**src/rtl/line_event_pkg.sv**
```systemverilog
// Package: shared sizes and register addresses for the line event register block.
// Assumes a one-bit register address space with two registers.
package line_event_pkg;
    localparam int COND_N      = 4;
    localparam int SYNC_DEPTH  = 2;
    localparam int STAT_W      = 2 * COND_N;
    localparam logic ADDR_STATUS = 1'b0;
    localparam logic ADDR_MASK   = 1'b1;
endpackage

```
**src/rtl/cond_edge_detect.sv**
```systemverilog
// Module: cond_edge_detect
// Synchronizes each asynchronous condition flag through SYNC_DEPTH flops and
// flags one-cycle rise and fall events by comparing against the previous
// synchronized sample. Assumes inputs are low while reset is applied.
module cond_edge_detect #(
    parameter int N          = 4,
    parameter int SYNC_DEPTH = 2
) (
    input  logic         clk,
    input  logic         rst_n,
    input  logic [N-1:0] cond_i,
    output logic [N-1:0] rise_o,
    output logic [N-1:0] fall_o
);
    localparam int LAST = SYNC_DEPTH - 1;

    for (genvar i = 0; i < N; i++) begin : g_bit
        logic [SYNC_DEPTH-1:0] chain_q;
        logic                  prev_q;

        // Shift the flag through the synchronizer and keep the last sample.
        always_ff @(posedge clk) begin
            if (!rst_n) begin
                chain_q <= '0;
                prev_q  <= 1'b0;
            end else begin
                chain_q <= {chain_q[LAST-1:0], cond_i[i]};
                prev_q  <= chain_q[LAST];
            end
        end

        assign rise_o[i] = chain_q[LAST] & ~prev_q;
        assign fall_o[i] = ~chain_q[LAST] & prev_q;

        // A rise event lasts one cycle only (R3: each edge seen once).
        assert_rise_single_R3: assert property (@(posedge clk) disable iff (!rst_n)
            rise_o[i] |=> !rise_o[i]);
        assert_fall_single_R3: assert property (@(posedge clk) disable iff (!rst_n)
            fall_o[i] |=> !fall_o[i]);
    end
endmodule

```
**src/rtl/sticky_w1c_reg.sv**
```systemverilog
// Module: sticky_w1c_reg
// Holds W sticky status bits. A set pulse latches a bit, and a clear pulse
// removes it unless a set arrives in the same cycle (set has priority).
module sticky_w1c_reg #(
    parameter int W = 8
) (
    input  logic         clk,
    input  logic         rst_n,
    input  logic [W-1:0] set_i,
    input  logic [W-1:0] clr_i,
    output logic [W-1:0] sts_o
);
    logic [W-1:0] sts_q;

    // Update the status bits: clear first, then OR in new events.
    always_ff @(posedge clk) begin
        if (!rst_n) sts_q <= '0;
        else        sts_q <= (sts_q & ~clr_i) | set_i;
    end

    assign sts_o = sts_q;

    for (genvar b = 0; b < W; b++) begin : g_chk
        assert_event_sets_R1: assert property (@(posedge clk) disable iff (!rst_n)
            set_i[b] |=> sts_q[b]);
        assert_w1c_clears_R4: assert property (@(posedge clk) disable iff (!rst_n)
            (clr_i[b] && !set_i[b]) |=> !sts_q[b]);
        assert_collision_keeps_R5: assert property (@(posedge clk) disable iff (!rst_n)
            (clr_i[b] && set_i[b]) |=> sts_q[b]);
        assert_sticky_hold_R3: assert property (@(posedge clk) disable iff (!rst_n)
            (!clr_i[b] && !set_i[b]) |=> $stable(sts_q[b]));
    end
endmodule

```
**src/rtl/irq_mask_reg.sv**
```systemverilog
// Module: irq_mask_reg
// Stores the interrupt enable mask and forms the level interrupt request
// from the status word. The request is combinational from status and mask.
module irq_mask_reg #(
    parameter int W = 8
) (
    input  logic         clk,
    input  logic         rst_n,
    input  logic         wr_i,
    input  logic [W-1:0] wdata_i,
    input  logic [W-1:0] sts_i,
    output logic [W-1:0] mask_o,
    output logic         irq_o
);
    logic [W-1:0] mask_q;

    // Load the mask on a write to its address.
    always_ff @(posedge clk) begin
        if (!rst_n)    mask_q <= '0;
        else if (wr_i) mask_q <= wdata_i;
    end

    assign mask_o = mask_q;
    assign irq_o  = |(sts_i & mask_q);

    assert_mask_load_R7: assert property (@(posedge clk) disable iff (!rst_n)
        wr_i |=> (mask_q == $past(wdata_i)));
    assert_mask_hold_R7: assert property (@(posedge clk) disable iff (!rst_n)
        !wr_i |=> $stable(mask_q));
endmodule

```
**src/rtl/line_event_irq.sv**
```systemverilog
// Module: line_event_irq (top)
// Register block that latches rise and fall events of the line condition flags
// into a write-1-to-clear status word: released events in the upper half,
// asserted events in the lower half. It also holds an interrupt mask.
// Assumes a single-cycle synchronous bus where read data is taken combinationally.
module line_event_irq
    import line_event_pkg::*;
#(
    parameter int N_COND = COND_N,
    parameter int DATA_W = 2 * N_COND
) (
    input  logic              clk,
    input  logic              rst_n,
    input  logic [N_COND-1:0] cond_i,
    input  logic              bus_we,
    input  logic              bus_addr,
    input  logic [DATA_W-1:0] bus_wdata,
    output logic [DATA_W-1:0] bus_rdata,
    output logic              irq_o
);
    logic [N_COND-1:0] rise_evt;
    logic [N_COND-1:0] fall_evt;
    logic [DATA_W-1:0] set_vec;
    logic [DATA_W-1:0] clr_vec;
    logic [DATA_W-1:0] sts;
    logic [DATA_W-1:0] mask;
    logic              wr_sts;
    logic              wr_mask;

    cond_edge_detect #(.N(N_COND), .SYNC_DEPTH(SYNC_DEPTH)) u_edge (
        .clk    (clk),
        .rst_n  (rst_n),
        .cond_i (cond_i),
        .rise_o (rise_evt),
        .fall_o (fall_evt)
    );

    // Decode the bus write strobe per register.
    always_comb begin
        wr_sts  = bus_we && (bus_addr == ADDR_STATUS);
        wr_mask = bus_we && (bus_addr == ADDR_MASK);
        set_vec = {fall_evt, rise_evt};
        clr_vec = wr_sts ? bus_wdata : '0;
    end

    sticky_w1c_reg #(.W(DATA_W)) u_status (
        .clk   (clk),
        .rst_n (rst_n),
        .set_i (set_vec),
        .clr_i (clr_vec),
        .sts_o (sts)
    );

    irq_mask_reg #(.W(DATA_W)) u_mask (
        .clk     (clk),
        .rst_n   (rst_n),
        .wr_i    (wr_mask),
        .wdata_i (bus_wdata),
        .sts_i   (sts),
        .mask_o  (mask),
        .irq_o   (irq_o)
    );

    // Select read data; reading changes no state.
    always_comb begin
        bus_rdata = (bus_addr == ADDR_MASK) ? mask : sts;
    end

    assert_irq_low_when_masked_R8: assert property (@(posedge clk) disable iff (!rst_n)
        ((sts & mask) == '0) |-> !irq_o);
    assert_irq_high_when_pending_R8: assert property (@(posedge clk) disable iff (!rst_n)
        ((sts & mask) != '0) |-> irq_o);
    assert_mask_write_keeps_status_R9: assert property (@(posedge clk) disable iff (!rst_n)
        (wr_mask && (set_vec == '0)) |=> $stable(sts));
endmodule

```
**config.mk**
```make
export PLATFORM = sky130hd
export DESIGN_NAME = line_event_irq
export DESIGN_NICKNAME = d
export VERILOG_FILES = /design/src/rtl/line_event_pkg.sv /design/src/rtl/cond_edge_detect.sv /design/src/rtl/sticky_w1c_reg.sv /design/src/rtl/irq_mask_reg.sv /design/src/rtl/line_event_irq.sv
export SDC_FILE = /design/constraint.sdc
export NUM_CORES = 1
export LEC_CHECK = 0
export BUFFER_PORTS_ARGS = -buffer_cell sky130_fd_sc_hd__buf_2
export CORE_MARGIN = 2
export CORE_UTILIZATION = 55
export DETAILED_ROUTE_END_ITERATION = 8
export PLACE_DENSITY = 0.9
export SYNTH_ARGS = -nofsm -noshare
export SYNTH_HDL_FRONTEND = slang
export SYNTH_SLANG_ARGS = --single-unit
```
**constraint.sdc**
```tcl
create_clock -name clk -period 2.4 [get_ports clk]
set_input_delay 0.48 -clock clk [delete_from_list [all_inputs] [get_ports clk]]
set_output_delay 0.48 -clock clk [all_outputs]
set_load 0.05 [all_outputs]
```
==> results.cfg <==
[run_status]
status = completed

[clock_tree]
cts_inserted_buffers = 3
clockBufferDepth = 2
cts_resized = 0
clock_sinks = 28
cts_tree = built
cts_setup_buffers = 0
clk_latency_ps = 310
htree_num_levels = 1
hold_buffers = 0
clk_pin_slew_ps = 140
clock-root-buffer = clkbuf_4

[logic_synthesis]
syn_nets = 125
seq_area_frac_synth = 0.4989
ys_warn_count = 0
synth_top_area_frac = 0.4989
synthMostInstantiatedCell = dfxtp_1
synth.distinct_cells = 15
yosysTopAreaCell = dfxtp_1
synth_edf_count = 0
synthArstFlopShare = 0
syn_area_mm2 = 0.001124
synth_seq_cells = 28
synth_area_leaders = dfxtp_1, a21boi_0, mux2_2
syn_inst = 109
yosys-top-cells-count = dfxtp_1, a21boi_0, and2_1
syn-mean-instance-area_um2 = 10.31
synth_ff_type = dfxtp_1

[routing]
final_antenna_net_count = 0
wl_per_cell_um = 13.58
dr.pass1.iters = 4
routed_via_density = 5.297
drtIter0Drc = 11
num_vias = 837
drc_errors = 0
wirelength_um = 2146

[timing]
slew_violations = 0
fmax_mhz = 527.9
finalCriticalPeriod_ps = 1894
totalNegativeSetupSlack_ps = 0
hold_viol = 0
skew_ps = 2.031
rsz0062_at_grt = false
holdWs_ps = 358.3
relSlewSlack = 0.7256
worst_slew_pin_slew_ps = 411.6
period_share = 0.7893
finalSetupViolCount = 0

[floorplanning]
fp.dieW_um = 49.20
ioPinCount = 25
die_area_mm2 = 0.002421
start_util = 0.5786
die_h_um = 49.20
coreArea_mm2 = 0.001942
fp-row-count = 16

[final_layout]
diodes = 0
syn_to_final_growth_pct = 13.03
drive_above_1_share = 0.2824
finalNetCount = 148
fin_area_mm2 = 0.001270

[grt]
grt_max_degree = 29
track_usage = 0.2008
overflow = 0
grt_pass1_wl_um = 3739
grt_pass1_vias = 841
antenna_found_initial = 0

[job]
cap_viol_max_count = 0

[setup_path]
crit_slowest_cell = mux2_2
cp_common_cell = buf_2
start_kind = input port
critPathKind = input port to output pin
critPathBufInv = 2
slowest_delay_ps = 390
end_kind = output pin
crit_family = buffers and inverters
path_max_fanout = 18
critPathRequiredTime_ps = 1920
r2r_setup_slack_ps = 1620
cp_cell_sequence = buf_2 -> mux2_2 -> buf_2
cp.arrival_ps = 1410

[placement]
hpwlAfterDp_um = 1559
gp_congestion = 0.7959
port_buffers = 24
place_area_mm2 = 0.001234

[worst_hold_path]
hold_path.class = input port to flip-flop

[pwr]
ir_drop_mv = 0.4234
leakage_uw = 0.0005456
powerDensity_mw_per_mm2 = 644.7
registers in the layout, summed over array words and instances, names as in the netlist:
name	count
u_edge.g_bit.chain_q	8
u_mask.mask_o	8
u_edge.g_bit.prev_q	4
u_status.sts_o	8
logic make-up after synthesis:
family	after synthesis	synth area share
buffers and inverters	6	0.03897
muxes	8	0.08018
AOI/OAI and AO/OA	28	0.1871
DFF	28	0.4989
and+or+nand+nor	39	0.1949
cells in the final DEF, fill, tap and decap left out, drive strengths merged:
cell,Yosys,final
a21boi,16,16
a22oi,4,4
and2,12,12
buf,5,24
clkbuf,1,4
dfxtp,28,28
mux2,8,8
nand2,9,9
nand3,8,8
nand4,1,1
nor2b,9,9
o21a,8,8
report_power, final:
| part | leakage, uW | total, uW | switching (uW) | internal, uW |
|---|---|---|---|---|
| Sequential | 0.000229 | 496 | 11.5 | 485 |
| Clock | 0.0000210 | 220 | 128 | 92.6 |
| Combinational | 0.000295 | 102 | 63.1 | 39.2 |
cell type report:
type / instances / area [um2]
clock buffer: 4 / 36.28
fill: 161 / 671.9
multi-input combinational: 75 / 519.2
sequential: 28 / 560.5
tap: 27 / 33.78
timing repair buffer: 24 / 120.1
layer usage:
| layer | vias to the layer above | part of all wire | track usage |
|---|---|---|---|
| li1 | 418 | - | - |
| met1 | 401 | 0.45 | 0.2456 |
| met2 | 16 | 0.51 | 0.3626 |
| met3 | 2 | 0.027 | 0.02761 |
| met4 | 0 | 0.0065 | 0.05714 |
| met5 | - | 0 | 0 |
worst paths after layout:
check,end,startpoint,depth (start not counted)
worst max register to register,u_status.sts_o[7],u_status.sts_o[7],2
worst max-delay path,bus_rdata[2],bus_addr,3
worst min register to register,u_edge.g_bit[2].chain_q[1],u_edge.g_bit[2].chain_q[0],1
worst min-delay path,u_edge.g_bit[0].chain_q[0],cond_i[0],2
through the flow:
step / utilization / total power, uW / cells / setup WS (ps)
3_5_place_dp: 0.6353 / 608.4 / 154 / 509.8
5_1_grt: 0.6540 / 860.8 / 158 / 463.9
4_1_cts: 0.6540 / 826.9 / 158 / 506.3
6_report: 0.6540 / 818.8 / 158 / 505.6
2_1_floorplan: - / 581.3 / 109 / 742.5
3_3_place_gp: 0.6353 / 602.4 / 154 / 545.6
(Power assumes the default switching activity.)
